===== config.mk =====
export PLATFORM = sky130hd
export DESIGN_NAME = chr_page_splitter
export DESIGN_NICKNAME = d
export VERILOG_FILES = /design/src/rtl/chr_split_pkg.sv /design/src/rtl/chr_a12_edge_filter.sv /design/src/rtl/chr_line_counter.sv /design/src/rtl/chr_split_fsm.sv /design/src/rtl/chr_page_splitter.sv
export SDC_FILE = /design/constraint.sdc
export NUM_CORES = 1
export LEC_CHECK = 0
export BUFFER_PORTS_ARGS = -buffer_cell sky130_fd_sc_hd__buf_2
export CAP_MARGIN = 30
export CORE_MARGIN = 3
export CORE_UTILIZATION = 30
export CTS_BUF_LIST = sky130_fd_sc_hd__clkbuf_2
export DETAILED_ROUTE_END_ITERATION = 10
export SLEW_MARGIN = 20
export SYNTH_ARGS = -nofsm -noshare
export SYNTH_HDL_FRONTEND = slang
export SYNTH_SLANG_ARGS = --single-unit

===== constraint.sdc =====
create_clock -name clk -period 3.8 [get_ports clk]
set_input_delay 0.76 -clock clk [delete_from_list [all_inputs] [get_ports clk]]
set_output_delay 0.76 -clock clk [all_outputs]
set_load 0.005 [all_outputs]

===== src/rtl/chr_split_pkg.sv =====
package chr_split_pkg;
    typedef enum logic [1:0] {
        ST_WAIT  = 2'd0,
        ST_SPLIT = 2'd1,
        ST_HOLD  = 2'd2
    } split_state_t;
endpackage


===== src/rtl/chr_a12_edge_filter.sv =====
module chr_a12_edge_filter #(
    parameter int MIN_LOW = 3
) (
    input  logic clk,
    input  logic rst_n,
    input  logic ppu_a12,
    input  logic render_en,
    output logic line_tick
);
    localparam int LOW_W = $clog2(MIN_LOW + 1);
    localparam logic [LOW_W-1:0] LOW_SAT = LOW_W'(MIN_LOW);

    logic             a12_prev;
    logic [LOW_W-1:0] low_run;

    always_ff @(posedge clk) begin
        if (!rst_n) begin
            a12_prev <= 1'b0;
            low_run  <= '0;
        end else begin
            a12_prev <= ppu_a12;
            if (ppu_a12)
                low_run <= '0;
            else if (low_run != LOW_SAT)
                low_run <= low_run + 1'b1;
        end
    end

    assign line_tick = render_en && ppu_a12 && !a12_prev && (low_run == LOW_SAT);
endmodule


===== src/rtl/chr_line_counter.sv =====
module chr_line_counter #(
    parameter int LINE_W     = 9,
    parameter int SPLIT_LINE = 127,
    parameter int END_LINE   = 239
) (
    input  logic              clk,
    input  logic              rst_n,
    input  logic              frame_start,
    input  logic              line_tick,
    output logic [LINE_W-1:0] line_cnt,
    output logic              reach_split,
    output logic              reach_end,
    output logic              cancel_window
);
    localparam logic [LINE_W-1:0] CNT_MAX   = {LINE_W{1'b1}};
    localparam logic [LINE_W-1:0] SPLIT_PRE = LINE_W'(SPLIT_LINE - 1);
    localparam logic [LINE_W-1:0] END_PRE   = LINE_W'(END_LINE - 1);
    localparam logic [LINE_W-1:0] CANCEL_LT = LINE_W'(SPLIT_LINE + 1);

    always_ff @(posedge clk) begin
        if (!rst_n)
            line_cnt <= '0;
        else if (frame_start)
            line_cnt <= '0;
        else if (line_tick && line_cnt != CNT_MAX)
            line_cnt <= line_cnt + 1'b1;
    end

    assign reach_split   = line_tick && (line_cnt == SPLIT_PRE);
    assign reach_end     = line_tick && (line_cnt == END_PRE);
    assign cancel_window = (line_cnt < CANCEL_LT);
endmodule


===== src/rtl/chr_split_fsm.sv =====
module chr_split_fsm
    import chr_split_pkg::*;
(
    input  logic clk,
    input  logic rst_n,
    input  logic frame_start,
    input  logic render_en,
    input  logic reach_split,
    input  logic reach_end,
    input  logic cancel_window,
    input  logic cpu_wr,
    input  logic cpu_split_en,
    output logic split_active,
    output logic force_high
);
    split_state_t state_q, state_d;
    logic         en_q;

    always_ff @(posedge clk) begin
        if (!rst_n) begin
            state_q <= ST_WAIT;
            en_q    <= 1'b0;
        end else begin
            state_q <= state_d;
            if (cpu_wr)
                en_q <= cpu_split_en;
        end
    end

    always_comb begin
        state_d = state_q;
        if (frame_start) begin
            state_d = ST_WAIT;
        end else begin
            unique case (state_q)
                ST_WAIT:  if (reach_split && en_q) state_d = ST_SPLIT;
                ST_SPLIT: begin
                    if (cpu_wr && !cpu_split_en && cancel_window)
                        state_d = ST_HOLD;
                    else if (reach_end)
                        state_d = ST_HOLD;
                end
                ST_HOLD:  state_d = ST_HOLD;
                default:  state_d = ST_WAIT;
            endcase
        end
    end

    always_comb begin
        split_active = (state_q == ST_SPLIT);
        force_high   = split_active && render_en;
    end
endmodule


===== src/rtl/chr_page_splitter.sv =====
module chr_page_splitter #(
    parameter int MIN_LOW    = 3,
    parameter int LINE_W     = 9,
    parameter int SPLIT_LINE = 127,
    parameter int END_LINE   = 239
) (
    input  logic clk,
    input  logic rst_n,
    input  logic frame_start,
    input  logic render_en,
    input  logic ppu_a12,
    input  logic cpu_wr,
    input  logic cpu_split_en,
    output logic chr_a12
);
    logic              line_tick;
    logic [LINE_W-1:0] line_cnt;
    logic              reach_split, reach_end, cancel_window;
    logic              split_active, force_high;

    chr_a12_edge_filter #(.MIN_LOW(MIN_LOW)) filt_i (
        .clk(clk), .rst_n(rst_n), .ppu_a12(ppu_a12),
        .render_en(render_en), .line_tick(line_tick)
    );

    chr_line_counter #(
        .LINE_W(LINE_W), .SPLIT_LINE(SPLIT_LINE), .END_LINE(END_LINE)
    ) cnt_i (
        .clk(clk), .rst_n(rst_n), .frame_start(frame_start),
        .line_tick(line_tick), .line_cnt(line_cnt),
        .reach_split(reach_split), .reach_end(reach_end),
        .cancel_window(cancel_window)
    );

    chr_split_fsm fsm_i (
        .clk(clk), .rst_n(rst_n), .frame_start(frame_start),
        .render_en(render_en), .reach_split(reach_split),
        .reach_end(reach_end), .cancel_window(cancel_window),
        .cpu_wr(cpu_wr), .cpu_split_en(cpu_split_en),
        .split_active(split_active), .force_high(force_high)
    );

    assign chr_a12 = force_high | ppu_a12;
endmodule


### After elaboration in Yosys (flattened, before gate mapping)

Index checks and enable logic that the tools add are counted.

| storage, ports and cells | value |
|---|---|
| register bits after elaboration | 15 |
| bits in latches | 0 |
| memory bits (writable) | 0 |
| memory bits (read-only) | 0 |
| input port bits | 7 |
| output and inout port bits | 1 |
| word-level logic and storage cells | 39 |
| memories kept | 0 |

| cells by class | value |
|---|---|
| add/subtract/negate cells | 2 |
| multiply operators | 0 |
| div/mod/pow operators | 0 |
| magnitude comparators | 1 |
| eq/ne operators | 9 |
| shifts and indexed selects | 0 |
| mux-type cells | 4 |
| bitwise operators | 2 |
| reductions and logical operators | 16 |

Operators by type and width:

| operator | number |
|---|---|
| 1-bit logical AND | 10 |
| 9-bit by 1-bit adder with 9-bit output, second input constant | 1 |
| 9-bit by 7-bit equality test with 1-bit output, second input constant | 1 |
| 9-bit by 8-bit equality test with 1-bit output, second input constant | 1 |
| 9-bit by 8-bit less-than comparator with 1-bit output, second input constant | 1 |
| 9-bit != test, second input constant | 1 |
| 2-bit 2-to-1 mux | 3 |
| 2-bit case mux with 3 select lines | 1 |
| 2-bit equality test, second input constant | 2 |
| 2-bit OR reduction | 2 |
| 3-bit != test, second input constant | 1 |
| 2-bit by 1-bit adder with 2-bit output, second input constant | 1 |
| 2-bit by 1-bit equality test with 1-bit output, second input constant | 1 |
| 1-bit zero test | 2 |
| 2-bit zero test | 1 |
| 2-bit by 1-bit != test with 1-bit output, second input constant | 1 |
| 2-bit != test, second input constant | 1 |
| 2-bit AND reduction | 1 |
| 1-bit inverter | 1 |
| 1-bit bitwise OR | 1 |

### Logic depth before layout (Yosys ltp)

| logic depth | value |
|---|---|
| depth after elaboration | 7 |
| mapped depth | 8 |
| gate-level depth less buffers | 7 |

### Modules after synthesis

From an unflattened synthesis, not the netlist that was laid out.

| second synthesis, totals | value |
|---|---|
| cells, all modules | 89 |
| area total of the unflattened synthesis | 797.0 um^2 |

Modules (own cells, without submodules):

| module | instances | cells an instance | area an instance (um^2) | seq. area each (um^2) |
|---|---|---|---|---|
| chr_line_counter | 1 | 55 | 467.9 | 180.2 |
| chr_split_fsm | 1 | 22 | 200.2 | 60.1 |
| chr_a12_edge_filter | 1 | 11 | 122.6 | 60.1 |
| chr_page_splitter | 1 | 1 | 6.3 | 0.0 |

### Least setup slack after synthesis

Ideal clock, no wire load.

| path | value |
|---|---|
| kind | input-to-reg |
| start | in cpu_split_en |
| end | reg fsm_i.state_q[0] |
| library setup time | 0.072 ns |
| data arrival time | 1.874 ns |
| data required time | 3.728 ns |
| slack | 1.855 ns |
| stages | 3 |
| path buffers | 0 |
| cell sequence | or4b_2 -> a32oi_2 -> mux2i_1 |

| on the way | value |
|---|---|
| longest elaborated chain between the ends | 5 |
| elaborated cells between the ends (all ways) | 7 |
| classes of those cells | 1 x eq/ne; 2 x mux; 4 x reduce/logical |

RTL lines:

| element | line | source |
|---|---|---|
| start: declaration | chr_page_splitter.sv:13 | `input logic cpu_split_en,` |
| 1-bit zero test (*) | chr_split_fsm.sv:38 | `if (cpu_wr && !cpu_split_en && cancel_window)` |
| 1-bit logical AND (*) (2 in a row) | chr_split_fsm.sv:38 |  |
| 2-bit 2-to-1 mux or 3-bit != test (tied branches) | - |  |
| 2-bit case mux with 3 select lines or 2-bit AND reduction (tied branches) | - |  |
| end signal: assignment | chr_split_fsm.sv:24 | `state_q <= state_d;` |
| end: declaration | chr_split_fsm.sv:16 | `split_state_t state_q, state_d;` |

Mark *: on every way between the ends. The rest lies on a longest branch, timed or not.
A chain may end at the register's enable or synchronous reset.

### Final worst setup path

| path | value |
|---|---|
| start | reg fsm_i.state_q[1] |
| end | out chr_a12 |

| on the way | value |
|---|---|
| longest elaborated chain between the ends | 3 |

RTL lines:

| element | line | source |
|---|---|---|
| 2-bit by 1-bit equality test with 1-bit output | chr_split_fsm.sv:50 | `split_active = (state_q == ST_SPLIT);` |
| 1-bit logical AND | chr_split_fsm.sv:51 | `force_high = split_active && render_en;` |
| 1-bit bitwise OR | chr_page_splitter.sv:43 | `assign chr_a12 = force_high \| ppu_a12;` |
| end: declaration | chr_page_splitter.sv:14 | `output logic chr_a12` |

Every way passes these cells.

==> results.tsv <==
metric	value	unit
status	complete, no violations	
cts_tree	yes	
synth_seq_area_share	37.0	%
finish.utilization	35.5	%
via_count	608	
cp_cell_sequence	inv_1, ha_1, a21o_1, buf_2	
num_antenna_cells	0	
clock-sinks	15	
finalCriticalPeriod	1990	ps
grtUsageTotal	10.1	%
relSlewSlack	75.8	%
cpLargestDelayFamily	flip-flops	
power_density	284	mW/mm^2
dpl.hpwl	1100	um
total_power	0.255	mW
drc	0	
yosys.area.top_type	dfxtp_1	
worstSetupPathType	reg2out	
dr.first_iter.drc_count	9	
switching_power	0.0599	mW
slew_violations	0	
yosysTopAreaCellShare	37.0	%
worst-slew-pin-transition	357	ps
die_w	58.0	um
finalNonFillerCells	126	
maxCapViolations	0	
required	3040	ps
grt_overflow	0	
setup_viol	0	
areaGrowthSynthToFinish	10.5	%
cts_hold_buf	0	
dpl-instance-area	876	sq um
reg2reg_setup_slack	1910	ps
ir_drop	0.000209	V
root_buffer	clkbuf_2	
skew	2.93	ps
routed_wl	1370	um
clock_latency	290	ps
cp_slowest_cell	dfxtp_1	
globalplace.congestion	0.707	
hold_violations	0	
path_max_fanout	3	
synthDistinctLibCells	31	
initial_core_util	32.1	%
core.rowCount	18	
nets	111	
final_cell_area	896	sq um
finalCritPeriodShare	52.4	%
ys.warnings.count	0	
cp_num_buf_inv	2	
cp.arrival	1230	ps
ant_nets	0	
postSynthCellCount	87	
grt_setup_unrepaired	false	
io_buffer_count	7	
avgSynthCellArea	9.32	sq um
cpPeakStageDelay	370	ps
ys_top_cells_by_area	dfxtp_1 37%, ha_1 11%, xnor2_1 6.5%	
comb_power_share	5.9	%
htreeDepth	1	
min_path_type	reg2reg	
dp_cells	122	
antenna_found_initial	0	
seqPwrFrac	63.1	%
numCtsBuffers	3	
cts_setup_buffers	0	
die_area	0.00336	sq mm
die_y	58.0	um
via_per_inst	4.83	
wl_per_cell	10.8	um
worstSetupStartpointType	flip-flop	
cts.repair.resized	0	
sw_frac_of_total	23.5	%
design.core.area	0.00252	sq mm
fmax	502	MHz
setup.worst_path.end_class	primary output	
tns	0	ps
p_int	0.195	mW
first_global_vias	612	
grt_max_degree	11	
clk_pin_slew	130	ps
grt_pass1_wl	2580	um
firstDrtPassIters	4	
drive_gt1_share	16.7	%
p_clk_share	31.0	%
ys_ff_latch	15	
clock_path_buffers	2	
leakage	0.327	nW
syn-num-nets	101	
syn_area	811	sq um
io_pins	8	
-- per-layer routing --
layer | global-route usage (%) | vias up | wire length (um)
met5 | 0 | - | 0
li1 | - | 319 | -
met3 | 2.00 | 7 | 42
met1 | 13.2 | 271 | 693
met2 | 14.7 | 11 | 587
met4 | 6.95 | 0 | 44
-- tightest hold or removal path: stages, from the launching register on --
cell and delay (ps):
dfxtp_1 340, nand2_1 60, mux2i_1 50
-- cell type report --
class	instances	area, sq um
repair buffers	7	35.0
clock buffers	4	20.0
inverters	4	15.0
well taps	30	37.5
flip-flops and latches	15	300
fillers	274	1630
multi-input cells	66	488
-- state kept, by name, summed over array words and instances (netlist names) --
name / count
cnt_i.line_cnt: 9
filt_i.a12_prev: 1
filt_i.low_run: 2
fsm_i.en_q: 1
fsm_i.state_q: 2
-- cells in the mapped netlist --
| cell type | instances |
|---|---|
| a211oi_1 | 1 |
| a21o_1 | 1 |
| a21oi_1 | 2 |
| a32oi_2 | 1 |
| and2_1 | 1 |
| buf_1 | 1 |
| clkbuf_1 | 1 |
| dfxtp_1 | 15 |
| ha_1 | 7 |
| inv_1 | 4 |
| mux2i_1 | 4 |
| nand2_1 | 8 |
| nand2b_1 | 3 |
| nand3_1 | 1 |
| nand3b_1 | 1 |
| nand4_1 | 1 |
| nand4b_1 | 1 |
| nand4b_4 | 1 |
| nor2_1 | 11 |
| nor2b_1 | 2 |
| nor3b_1 | 1 |
| nor4_1 | 1 |
| nor4b_1 | 3 |
| o21ai_0 | 2 |
| or2_2 | 1 |
| or3_1 | 2 |
| or4_1 | 1 |
| or4_4 | 1 |
| or4b_2 | 1 |
| xnor2_1 | 6 |
| xor2_1 | 1 |
-- power groups by stage --
stage	clock [mW]	combinational, mW	sequential [mW]
2_1_floorplan	0	0.00826	0.164
3_3_place_gp	0	0.0143	0.164
3_5_place_dp	0	0.0152	0.164
4_1_cts	0.0820	0.0152	0.161
5_1_grt	0.0909	0.0171	0.161
6_report	0.0789	0.0150	0.161
-- worst paths after layout --
| kind | from | endpoint | depth (start not counted) |
|---|---|---|---|
| hold / removal | fsm_i.state_q[1]$_SDFFE_PP0P_ | fsm_i.state_q[1]$_SDFFE_PP0P_ | 2 |
| hold reg to reg | fsm_i.state_q[1]$_SDFFE_PP0P_ | fsm_i.state_q[1]$_SDFFE_PP0P_ | 2 |
| setup reg to reg | cnt_i.line_cnt[0]$_SDFFE_PP0P_ | cnt_i.line_cnt[7]$_SDFFE_PP0P_ | 7 |
| setup / recovery | fsm_i.state_q[1]$_SDFFE_PP0P_ | chr_a12 | 4 |
-- cells in the final DEF, fill, tap and decap left out --
cell type,Yosys,layout
a211oi_1,1,1
a21o_1,1,1
a21oi_1,2,2
a32oi_2,1,1
and2_1,1,1
buf_2,0,7
clkbuf_2,0,4
dfxtp_1,15,15
ha_1,7,7
inv_1,4,4
mux2i_1,4,4
nand2_1,8,8
nand2b_1,3,3
nand3_1,1,1
nand3b_1,1,1
nand4_1,1,1
nand4b_1,1,1
nand4b_4,1,1
nor2_1,11,11
nor2b_1,2,2
nor3b_1,1,1
nor4_1,1,1
nor4b_1,3,3
o21ai_0,2,2
or2_2,1,1
or3_1,2,2
or4_1,1,1
or4_4,1,1
or4b_2,1,1
xnor2_1,6,6
xor2_1,1,1
-- logic make-up after synthesis --
group	count (synthesis)	synth area share, %
buffers and inverters	6	2.78
AO/OA/AOI/OAI	7	6.33
multiplexers	4	4.94
flip-flops	15	37.0
adder cells (fa/ha/maj)	7	10.8
AND/OR/NAND/NOR	41	30.6
XOR/XNOR	7	7.56
-- stage by stage --
stage	hold slack (ps)	worst slack [ps]
final	485	1810
after global routing	516	1730
after CTS	489	1790
after detailed placement	470	1680
after global placement	445	1720
after floorplan	435	1850
Note: power is estimated with default switching activity, not from simulation.
